===== src/rtl/mfd_pkg.sv =====
package mfd_pkg;

    typedef enum logic [1:0] {
        TGT_NONE = 2'd0,
        TGT_REG  = 2'd1,
        TGT_M24  = 2'd2,
        TGT_M16  = 2'd3
    } tgt_e;

    typedef enum logic {
        ST_BOOT   = 1'b0,
        ST_ACTIVE = 1'b1
    } dec_state_e;

    localparam int unsigned NUM_BARS = 4;
    localparam int unsigned SEL_W    = 3;
    localparam logic [SEL_W-1:0] SEL_CMD = 3'd4;

endpackage


===== src/rtl/mfd_bar_bank.sv =====
module mfd_bar_bank
    import mfd_pkg::*;
#(
    parameter int unsigned AW = 32,
    parameter logic [NUM_BARS-1:0][AW-1:0] KEEP = '0
) (
    input  logic                          clk,
    input  logic                          rst_n,
    input  logic                          wr_en,
    input  logic [SEL_W-1:0]              wr_sel,
    input  logic [AW-1:0]                 wr_data,
    output logic [NUM_BARS-1:0][AW-1:0]   bar_q,
    output logic                          mem_en_q,
    output logic                          io_en_q
);

    always_ff @(posedge clk) begin
        if (!rst_n) begin
            bar_q    <= '0;
            mem_en_q <= 1'b0;
            io_en_q  <= 1'b0;
        end else if (wr_en) begin
            for (int b = 0; b < NUM_BARS; b++) begin
                if (wr_sel == SEL_W'(b)) begin
                    bar_q[b] <= wr_data & KEEP[b];
                end
            end
            if (wr_sel == SEL_CMD) begin
                io_en_q  <= wr_data[0];
                mem_en_q <= wr_data[1];
            end
        end
    end

    // register contents move only on a write strobe
    p_bar_hold_r2: assert property (@(posedge clk) disable iff (!rst_n)
        !wr_en |=> ($stable(bar_q) && $stable(mem_en_q) && $stable(io_en_q)));

endmodule


===== src/rtl/mfd_win_match.sv =====
module mfd_win_match
    import mfd_pkg::*;
#(
    parameter int unsigned AW       = 32,
    parameter int unsigned IO_BYTES = 2048,
    parameter logic [NUM_BARS-1:0][AW-1:0] KEEP = '0
) (
    input  logic                        live,
    input  logic                        req_io,
    input  logic [AW-1:0]               req_addr,
    input  logic [NUM_BARS-1:0][AW-1:0] bar_q,
    input  logic                        mem_en,
    input  logic                        io_en,
    output logic                        hit,
    output logic [1:0]                  tgt,
    output logic [AW-1:0]               off
);

    localparam logic [AW-1:0] HALF_BIT  = AW'(IO_BYTES / 2);
    localparam logic [AW-1:0] HALF_MASK = AW'(IO_BYTES / 2) - AW'(1);
    localparam int unsigned   NUM_MEM   = NUM_BARS - 1;

    logic [NUM_MEM-1:0] mem_hit;
    logic               io_hit;

    genvar gb;
    generate
        for (gb = 0; gb < NUM_MEM; gb++) begin : g_mem_win
            assign mem_hit[gb] = live && !req_io && mem_en &&
                                 (bar_q[gb] != '0) &&
                                 ((req_addr & KEEP[gb]) == bar_q[gb]);
        end
    endgenerate

    assign io_hit = live && req_io && io_en &&
                    (bar_q[NUM_BARS-1] != '0) &&
                    ((req_addr & KEEP[NUM_BARS-1]) == bar_q[NUM_BARS-1]);

    always_comb begin
        hit = 1'b0;
        tgt = TGT_NONE;
        off = '0;
        if (mem_hit[0]) begin
            hit = 1'b1;
            tgt = TGT_REG;
            off = req_addr & ~KEEP[0];
        end else if (mem_hit[1]) begin
            hit = 1'b1;
            tgt = TGT_M24;
            off = req_addr & ~KEEP[1];
        end else if (mem_hit[2]) begin
            hit = 1'b1;
            tgt = TGT_M16;
            off = req_addr & ~KEEP[2];
        end else if (io_hit) begin
            hit = 1'b1;
            tgt = ((req_addr & HALF_BIT) != '0) ? TGT_M24 : TGT_REG;
            off = req_addr & HALF_MASK;
        end
    end

    // memory-window and I/O-window matches never coexist
    always_comb begin
        p_space_split_r7: assert (!(io_hit && (mem_hit != '0)));
    end

endmodule


===== src/rtl/mfd_prio_pick.sv =====
module mfd_prio_pick
    import mfd_pkg::*;
#(
    parameter int unsigned NF = 3,
    parameter int unsigned AW = 32,
    parameter int unsigned FW = 2
) (
    input  logic                   clk,
    input  logic                   rst_n,
    input  logic [NF-1:0]          fn_hit,
    input  logic [NF-1:0][1:0]     fn_tgt,
    input  logic [NF-1:0][AW-1:0]  fn_off,
    output logic                   win_any,
    output logic [FW-1:0]          win_func,
    output logic [1:0]             win_tgt,
    output logic [AW-1:0]          win_off
);

    logic [NF-1:0] grant;

    always_comb begin
        grant    = '0;
        win_any  = 1'b0;
        win_func = '0;
        win_tgt  = TGT_NONE;
        win_off  = '0;
        for (int i = 0; i < NF; i++) begin
            if (fn_hit[i] && !win_any) begin
                grant[i] = 1'b1;
                win_any  = 1'b1;
                win_func = FW'(i);
                win_tgt  = fn_tgt[i];
                win_off  = fn_off[i];
            end
        end
    end

    // a single winner per transaction
    p_one_winner_r10: assert property (@(posedge clk) disable iff (!rst_n)
        $onehot0(grant));

    genvar gi;
    generate
        for (gi = 1; gi < NF; gi++) begin : g_low_check
            // a granted function has no lower-numbered contender
            p_lowest_wins_r10: assert property (@(posedge clk) disable iff (!rst_n)
                grant[gi] |-> (fn_hit[gi-1:0] == '0));
        end
    endgenerate

endmodule


===== src/rtl/mfd_decode_top.sv =====
module mfd_decode_top
    import mfd_pkg::*;
#(
    parameter int unsigned NF        = 3,
    parameter int unsigned AW        = 32,
    parameter int unsigned REG_BYTES = 1024,
    parameter int unsigned M24_BYTES = 16384,
    parameter int unsigned M16_BYTES = 8192,
    parameter int unsigned IO_BYTES  = 2048,
    parameter int unsigned FW        = (NF > 1) ? $clog2(NF) : 1
) (
    input  logic              clk,
    input  logic              rst_n,
    input  logic              boot_done,
    input  logic [NF-1:0]     boot_mask,
    input  logic              cfg_wr,
    input  logic [FW-1:0]     cfg_func,
    input  logic [2:0]        cfg_sel,
    input  logic [AW-1:0]     cfg_wdata,
    output logic [AW-1:0]     cfg_rdata,
    input  logic              req_valid,
    input  logic              req_io,
    input  logic [AW-1:0]     req_addr,
    output logic              hit_valid,
    output logic [FW-1:0]     hit_func,
    output logic [1:0]        hit_target,
    output logic [AW-1:0]     hit_offset
);

    localparam int unsigned CW = $clog2(NF + 1);

    function automatic logic [NUM_BARS-1:0][AW-1:0] build_keep();
        logic [NUM_BARS-1:0][AW-1:0] k;
        k[0] = ~(AW'(REG_BYTES) - AW'(1));
        k[1] = ~(AW'(M24_BYTES) - AW'(1));
        k[2] = ~(AW'(M16_BYTES) - AW'(1));
        k[3] = ~(AW'(IO_BYTES)  - AW'(1));
        return k;
    endfunction

    localparam logic [NUM_BARS-1:0][AW-1:0] KEEP = build_keep();

    dec_state_e state_q, state_d;
    logic [NF-1:0] live_q;
    logic [CW-1:0] boot_cnt;

    logic [NF-1:0]                       fn_hit;
    logic [NF-1:0][1:0]                  fn_tgt;
    logic [NF-1:0][AW-1:0]               fn_off;
    logic [NF-1:0][NUM_BARS-1:0][AW-1:0] fn_bar;
    logic [NF-1:0]                       fn_mem_en;
    logic [NF-1:0]                       fn_io_en;

    logic              win_any;
    logic [FW-1:0]     win_func;
    logic [1:0]        win_tgt;
    logic [AW-1:0]     win_off;

    // state transition
    always_comb begin
        state_d = state_q;
        unique case (state_q)
            ST_BOOT:   if (boot_done) state_d = ST_ACTIVE;
            ST_ACTIVE: state_d = ST_ACTIVE;
            default:   state_d = ST_BOOT;
        endcase
    end

    always_ff @(posedge clk) begin
        if (!rst_n) state_q <= ST_BOOT;
        else        state_q <= state_d;
    end

    // count surviving functions at boot
    always_comb begin
        boot_cnt = '0;
        for (int f = 0; f < NF; f++) begin
            boot_cnt = boot_cnt + CW'(boot_mask[f]);
        end
    end

    // pack survivors onto the lowest function numbers
    always_ff @(posedge clk) begin
        if (!rst_n) begin
            live_q <= '0;
        end else if (state_q == ST_BOOT && boot_done) begin
            for (int f = 0; f < NF; f++) begin
                live_q[f] <= (CW'(f) < boot_cnt);
            end
        end
    end

    genvar gf;
    generate
        for (gf = 0; gf < NF; gf++) begin : g_func
            logic wr_this;
            logic live_this;

            assign live_this = live_q[gf] && (state_q == ST_ACTIVE);
            assign wr_this   = cfg_wr && live_this && (cfg_func == FW'(gf));

            mfd_bar_bank #(
                .AW   (AW),
                .KEEP (KEEP)
            ) u_bank (
                .clk      (clk),
                .rst_n    (rst_n),
                .wr_en    (wr_this),
                .wr_sel   (cfg_sel),
                .wr_data  (cfg_wdata),
                .bar_q    (fn_bar[gf]),
                .mem_en_q (fn_mem_en[gf]),
                .io_en_q  (fn_io_en[gf])
            );

            mfd_win_match #(
                .AW       (AW),
                .IO_BYTES (IO_BYTES),
                .KEEP     (KEEP)
            ) u_match (
                .live     (live_this),
                .req_io   (req_io),
                .req_addr (req_addr),
                .bar_q    (fn_bar[gf]),
                .mem_en   (fn_mem_en[gf]),
                .io_en    (fn_io_en[gf]),
                .hit      (fn_hit[gf]),
                .tgt      (fn_tgt[gf]),
                .off      (fn_off[gf])
            );
        end
    endgenerate

    mfd_prio_pick #(
        .NF (NF),
        .AW (AW),
        .FW (FW)
    ) u_pick (
        .clk      (clk),
        .rst_n    (rst_n),
        .fn_hit   (fn_hit),
        .fn_tgt   (fn_tgt),
        .fn_off   (fn_off),
        .win_any  (win_any),
        .win_func (win_func),
        .win_tgt  (win_tgt),
        .win_off  (win_off)
    );

    // configuration read-back
    always_comb begin
        cfg_rdata = '0;
        for (int f = 0; f < NF; f++) begin
            if (live_q[f] && cfg_func == FW'(f)) begin
                if (cfg_sel < SEL_CMD) begin
                    cfg_rdata = fn_bar[f][cfg_sel[1:0]];
                end else if (cfg_sel == SEL_CMD) begin
                    cfg_rdata = {{(AW-2){1'b0}}, fn_mem_en[f], fn_io_en[f]};
                end
            end
        end
    end

    // registered outputs
    always_ff @(posedge clk) begin
        if (!rst_n) begin
            hit_valid  <= 1'b0;
            hit_func   <= '0;
            hit_target <= TGT_NONE;
            hit_offset <= '0;
        end else if (req_valid && state_q == ST_ACTIVE && win_any) begin
            hit_valid  <= 1'b1;
            hit_func   <= win_func;
            hit_target <= win_tgt;
            hit_offset <= win_off;
        end else begin
            hit_valid  <= 1'b0;
            hit_func   <= '0;
            hit_target <= TGT_NONE;
            hit_offset <= '0;
        end
    end

    // no request, no claim on the following clock
    p_idle_quiet_r11: assert property (@(posedge clk) disable iff (!rst_n)
        !req_valid |=> !hit_valid);

    // nothing is claimed while booting
    p_boot_quiet_r9: assert property (@(posedge clk) disable iff (!rst_n)
        (state_q == ST_BOOT) |=> !hit_valid);

    // once active, the decoder stays active
    p_state_sticky_r9: assert property (@(posedge clk) disable iff (!rst_n)
        (state_q == ST_ACTIVE) |=> (state_q == ST_ACTIVE));

    // a reported function is always a live one
    p_func_live_r9: assert property (@(posedge clk) disable iff (!rst_n)
        hit_valid |-> ((32'(hit_func) < NF) && live_q[hit_func]));

    // the live set stays frozen after boot
    p_live_frozen_r9: assert property (@(posedge clk) disable iff (!rst_n)
        (state_q == ST_ACTIVE) |=> $stable(live_q));

endmodule


===== config.mk =====
export PLATFORM = sky130hd
export DESIGN_NAME = mfd_decode_top
export DESIGN_NICKNAME = d
export VERILOG_FILES = /design/src/rtl/mfd_pkg.sv /design/src/rtl/mfd_bar_bank.sv /design/src/rtl/mfd_win_match.sv /design/src/rtl/mfd_prio_pick.sv /design/src/rtl/mfd_decode_top.sv
export SDC_FILE = /design/constraint.sdc
export NUM_CORES = 1
export LEC_CHECK = 0
export BUFFER_PORTS_ARGS = -buffer_cell sky130_fd_sc_hd__buf_2
export CORE_MARGIN = 5
export CORE_UTILIZATION = 40
export DETAILED_ROUTE_END_ITERATION = 7
export PLACE_DENSITY = 0.59
export SLEW_MARGIN = 15
export SYNTH_ARGS = -nofsm -noshare
export SYNTH_HDL_FRONTEND = slang
export SYNTH_SLANG_ARGS = --single-unit

===== constraint.sdc =====
create_clock -name clk -period 3.1 [get_ports clk]
set_input_delay 0.31 -clock clk [delete_from_list [all_inputs] [get_ports clk]]
set_output_delay 0.31 -clock clk [all_outputs]
set_load 0.02 [all_outputs]

* Yosys cells after proc, flatten, opt, wreduce, memory -nomap -nowiden
Index checks and enable logic that the tools add are counted.
Operators by class: add/sub/neg operators 2, $mul 0, div/mod/pow operators 0, magnitude comparators 5, eq/ne operators 18, shift-type cells 0, muxes and demuxes 66, bitwise operators 3, reduce and logical (&&, ||, !) cells 87
Operators with widths (count):
- 32-bit two-way mux | 23
- 32-bit nonzero test | 12
- 32-bit binary-select mux with 2-bit select | 3
- 22-bit equality test | 3
- 21-bit equality test | 3
- 19-bit equality test | 3
- 18-bit equality test | 3
- 1-bit logical AND | 53
- 2-bit two-way mux | 18
- 2-bit AND reduction | 16
- 10-bit two-way mux | 3
- 1-bit two-way mux | 18
- 3-bit by 2-bit equality test with 1-bit output (second input constant) | 2
- 1-bit by 2-bit < comparator with 1-bit output (first input constant) | 2
- 3-bit by 1-bit equality test with 1-bit output (second input constant) | 1
- 3-bit equality test (second input constant) | 1
- 1-bit logical NOT | 3
- 3-bit logical NOT | 1
- 2-bit by 3-bit < comparator with 1-bit output (second input constant) | 1
- 3-bit < comparator (second input constant) | 1
- 1-bit inverter | 3
- 3-bit OR reduction | 1
- 1-bit by 1-bit adder with 2-bit output | 1
- 2-bit by 1-bit adder with 2-bit output | 1
- 5 further kinds | 5
Word-level totals: flip-flop bits (word level) 287, latch bits 0, bits in writable memories 0, ROM bits 0, input bits 78, output and inout port bits 69, memories kept 0

* Logic depth before layout (Yosys ltp)
depth after elaboration 19, depth in mapped cells 10

* By module
A second synthesis with hierarchy kept.
Unflattened totals: cell total of the unflattened synthesis 2163, area, all modules 20125.6 um2
Modules (own cells, without submodules):
- mfd_bar_bank | instances 3, cells each 345, area each 3383.2 um2, seq. area each 1641.6 um2
- mfd_win_match | instances 3, cells each 208, area each 1554.0 um2, seq. area each 0.0 um2
- mfd_decode_top | instances 1, cells each 345, area each 4330.4 um2, seq. area each 820.8 um2
- mfd_prio_pick | instances 1, cells each 159, area each 983.4 um2, seq. area each 0.0 um2

* Least setup slack after synthesis
No wires, ideal clock.
kind input -> output, from in cfg_sel[1], to out cfg_rdata[13], arrival time 2.122 ns, required time 2.790 ns, setup slack 0.668 ns, cell stages on the path 6, buffers on the path 3, cell sequence buf_2 -> buf_1 -> clkbuf_1 -> a22o_1 -> a22oi_1 -> a211oi_1
Between the ends: word-level cells in the longest chain between the ends 10, elaborated cells between the ends (all ways) 16
RTL lines:
- start: declaration | line mfd_decode_top.sv:18 | input logic [2:0] cfg_sel,
- 32-bit binary-select mux with 2-bit select | line mfd_decode_top.sv:156 | cfg_rdata = fn_bar[f][cfg_sel[1:0]];
- 32-bit two-way mux (not written as such) | line mfd_decode_top.sv:156
- 32-bit two-way mux | line mfd_decode_top.sv:155 | if (cfg_sel < SEL_CMD) begin
- 32-bit two-way mux | line mfd_decode_top.sv:154 | if (live_q[f] && cfg_func == FW'(f)) begin
- 32-bit two-way mux | line mfd_decode_top.sv:157 | end else if (cfg_sel == SEL_CMD) begin
- 32-bit two-way mux | line mfd_decode_top.sv:155
- 32-bit two-way mux | line mfd_decode_top.sv:154
- 32-bit two-way mux | line mfd_decode_top.sv:157
- 32-bit two-way mux | line mfd_decode_top.sv:155
- 32-bit two-way mux (*) | line mfd_decode_top.sv:154
- end: declaration | line mfd_decode_top.sv:20 | output logic [AW-1:0] cfg_rdata,
Mark *: on every way between the ends. The rest lies on a longest branch, timed or not. The select of a mux whose other input is x is not followed.

* Worst setup path after layout
from reg g_func[2].u_bank.bar_q[112] (netlist bit), to reg hit_offset[9]
Between the ends: word-level cells in the longest chain between the ends 11, elaborated cells between the ends (all ways) 17
RTL lines:
- start: declaration | line mfd_bar_bank.sv:12 | output logic [NUM_BARS-1:0][AW-1:0] bar_q,
- start signal: indexed assignment | line mfd_bar_bank.sv:25 | bar_q[b] <= wr_data & KEEP[b];
- 32-bit nonzero test | line mfd_win_match.sv:36 | (bar_q[NUM_BARS-1] != '0) &&
- 1-bit logical AND | line mfd_win_match.sv:35 | assign io_hit = live && req_io && io_en &&
- 1-bit logical AND (*) | line mfd_win_match.sv:36
- 1-bit two-way mux | line mfd_win_match.sv:55 | end else if (io_hit) begin
- 1-bit two-way mux | line mfd_win_match.sv:51 | end else if (mem_hit[2]) begin
- 1-bit two-way mux | line mfd_win_match.sv:47 | end else if (mem_hit[1]) begin
- 1-bit two-way mux | line mfd_win_match.sv:43 | if (mem_hit[0]) begin
- 1-bit logical AND | line mfd_prio_pick.sv:28 | if (fn_hit[i] && !win_any) begin
- 1-bit two-way mux | line mfd_prio_pick.sv:28
- 1-bit logical AND | line mfd_decode_top.sv:171 | end else if (req_valid && state_q == ST_ACTIVE && win_any) begin
- 2-bit AND reduction (no source line)
- end signal: assignment | line mfd_decode_top.sv:175 | hit_offset <= win_off;
- end: declaration | line mfd_decode_top.sv:27 | output logic [AW-1:0] hit_offset
Mark *: on every way between the ends. The rest lies on a longest branch, timed or not. A chain may end at the register's enable or synchronous reset.

==> impl_metrics.json <==
{
  "status": "finished, final reports clean",
  "critPathBufInv": 2,
  "power.density_mw_per_mm2": 437,
  "clock_skew_ns": 0.0218,
  "area_delta_synth_final_pct": 16.2,
  "switchingPower_mw": 2.07,
  "syn_avg_cell_area_um2": 8.54,
  "viasPerCell": 5.77,
  "yosys-top-cells-area": "dfxtp_1, nand2_1, a21boi_0",
  "num-fill-cells": 3805,
  "regArea_mm2": 0.00539,
  "gp_congestion": 1.02,
  "crit_end": "hit_offset[9]",
  "p_comb_frac": 0.096,
  "crit_path_start_kind": "flop",
  "fin_area_mm2": 0.0182,
  "setup_viol": 0,
  "hold_violations": 0,
  "cts.sinks": 269,
  "wirelength_mm": 67.3,
  "crit_type": "flop to flop",
  "startpoint": "g_func[2].u_bank.bar_q[112]",
  "ant_nets": 0,
  "synth_cells": 1840,
  "critPathMaxStageDelay_ns": 0.48,
  "p_int_mw": 5.91,
  "rows": 72,
  "final_common_cell": "nand2_1",
  "final-max-slew-violation-count": 0,
  "first_pass_iters": 7,
  "grt_overflow": 0,
  "finalNetCount": 2030,
  "cp_top_family": "compound AO/OA/AOI/OAI gates",
  "ys_ff_latch": 269,
  "fmax_mhz": 350,
  "root_buffer": "clkbuf_16",
  "seq_power_share": 0.435,
  "synth_area_leader_cell": "dfxtp_1",
  "port_buffers": 112,
  "grt_max_degree": 178,
  "cts_buffer_depth": 3,
  "io_pins": 147,
  "ys_warn_count": 0,
  "crit_path_end_kind": "flop",
  "dp_hpwl_mm": 48.6,
  "ir_drop_v": 0.000382,
  "finalCritPeriodShare": 0.922,
  "async_reset_ff_frac": 0,
  "slowest_stage": "a21boi_4",
  "multi_input_area_mm2": 0.00964,
  "r2r_end": "hit_offset[9]",
  "grt_first_pass_wirelength_mm": 97.1,
  "cts_tree": "yes",
  "drive_gt1_frac": 0.177,
  "clk_pin_slew_worst_paths_ns": 0.07,
  "crit_chain": "nor4_1 > nand4_1 > o41ai_2 > nor4_2 > buf_4 > o41ai_4 > a21boi_4 > buf_12 > nor2b_4",
  "synth_cell_types": 68,
  "relSlewSlack": 0.354,
  "yosysSeqAreaShare": 0.343,
  "grtUsageTotal": 0.299,
  "cap_violations": 0,
  "die_y_um": 208,
  "cp.depth": 9,
  "swShare": 0.259,
  "ff2ff_path_depth": 9,
  "worst_slew_pin_slew_ns": 0.968,
  "ys.flop_type": "dfxtp_1",
  "clock_latency_ns": 0.59,
  "crit_fanout": 7,
  "rr_startpoint": "g_func[2].u_bank.bar_q[112]",
  "syn_area_mm2": 0.0157,
  "htreeDepth": 1,
  "post_dp_cell_area_mm2": 0.0171,
  "antenna_found_initial": 2,
  "die_area_mm2": 0.0433,
  "final_cell_mix": "nand2_1, dfxtp_1, a21boi_0, xor2_1, buf_2",
  "numCtsBuffers": 31,
  "drtIter0Drc": 1423,
  "initial_core_util": 0.406,
  "drc": 0,
  "synth-edff-count": 0,
  "p_leak_nw": 6.77,
  "dr_total_vias": 14393,
  "r2r_slack_ns": 0.24,
  "hold_path_class": "input port to flop",
  "fin_setup_tns_ns": 0,
  "grt_pass1_vias": 14060,
  "die_w_um": 208,
  "crit_arrival_ns": 3.33,
  "rsz0062_at_grt": "no",
  "worstPathRequired_ns": 3.57,
  "layout_min_cycle_time_ns": 2.86,
  "core_area_mm2": 0.0387,
  "synth_top_area_frac": 0.343,
  "wl_per_cell_um": 27.0,
  "p_clk_frac": 0.469
}
-- cell families after synthesis --
group / share of synthesized area
XOR/XNOR: 0.134
AO/OA/AOI/OAI: 0.156
buffers and inverters: 0.0511
multiplexers: 0.0804
other: 0.000239
adder cells (fa/ha/maj): 0.00127
AND/OR/NAND/NOR: 0.234
flip-flops: 0.343
-- power groups by stage --
stage                     logic, mW  clock network, mW  registers, mW
after floorplan               0.446                  0           3.54
after global placement        0.731                  0           3.55
after detailed placement      0.729                  0           3.55
after CTS                     0.743               3.79           3.47
after global routing          0.784               3.92           3.47
final                         0.762               3.74           3.47
-- routing by layer --
metal | vias to the layer above | track usage | routed length (um) | share of wire
met2 | 713 | 0.475 | 30300 | 0.45
met4 | 2 | 0.137 | 3780 | 0.056
li1 | 6522 | - | - | -
met3 | 173 | 0.0622 | 5900 | 0.088
met5 | - | 0 | 7 | 0.00010
met1 | 6983 | 0.392 | 27300 | 0.41
-- how the worst min path moves through the flow --
| stage | start | to | slack (ns) | depth (start not counted) |
|---|---|---|---|---|
| 2_1_floorplan | boot_done | state_q | 0.42 | 1 |
| 3_3_place_gp | g_func[0].u_bank.io_en_q | g_func[0].u_bank.io_en_q | 0.47 | 2 |
| 3_5_place_dp | g_func[0].u_bank.io_en_q | g_func[0].u_bank.io_en_q | 0.48 | 2 |
| 4_1_cts | cfg_wdata[10] | g_func[2].u_bank.bar_q[10] | 0.0006 | 3 |
| 5_1_grt | cfg_wdata[10] | g_func[1].u_bank.bar_q[10] | 0.03 | 3 |
| 6_report | cfg_wdata[10] | g_func[2].u_bank.bar_q[10] | 0.02 | 3 |
-- stage by stage --
step	hold WS [ns]	setup WS, ns	total power, mW	utilization	cells
floorplan	0.420	0.668	3.99	-	1865
detailed placement	0.476	0.103	4.28	0.441	2423
finish	0.0217	0.241	7.98	0.471	2495
global placement	0.473	0.0707	4.28	0.441	2423
global route	0.0314	0.163	8.17	0.471	2494
CTS	0.000588	0.0668	8.01	0.471	2493
-- synthesized netlist by cell type, drive strengths merged, types with 3 or more instances --
cell,number
nand2,527
dfxtp,269
a21boi,247
xor2,155
clkbuf,108
nor4,92
xnor2,85
buf,54
mux4,54
nand4,35
nor2,29
a21oi,26
nor3,20
a22oi,19
or4,17
nand3,15
nor2b,12
o21ai,9
and3,8
inv,7
a22o,6
a221oi,5
or3,4
mux2,3
nand3b,3
nand4b,3
o211a,3
-- sequential cells by signal (all words and copies together), names as in the netlist, 2 cells and up --
register	flops
g_func.u_bank.io_en_q	3
g_func.u_bank.mem_en_q	3
g_func.u_bank.bar_q	240
live_q	3
hit_func	2
hit_offset	14
hit_target	2
-- area by class of cell --
class                           count  area share
Multi-Input combinational cell   1427       0.528
Sequential cell                   269       0.295
Timing Repair Buffer              215      0.0829
Clock buffer                       45      0.0498
Tap cell                          518      0.0355
Clock inverter                     12     0.00651
Inverter                            7     0.00144
Antenna cell                        2    0.000274
-- worst register-to-register path, cell delays in order (launching register included) --
cell and delay [ns]:
dfxtp_1 0.36, nor4_1 0.43, nand4_1 0.24, o41ai_2 0.43, nor4_2 0.07, buf_4 0.17, o41ai_4 0.37, a21boi_4 0.48
buf_12 0.18, nor2b_4 0.03
-- repair_timing --
item | in CTS | in global routing
hold buffers | 13 | 0
resized for setup | 0 | 1
hold endpoints to repair | 13 | 0
endpoints found under the setup margin | 0 | 7
buffers inserted | 0 | 0
(Power assumes the default switching activity.)
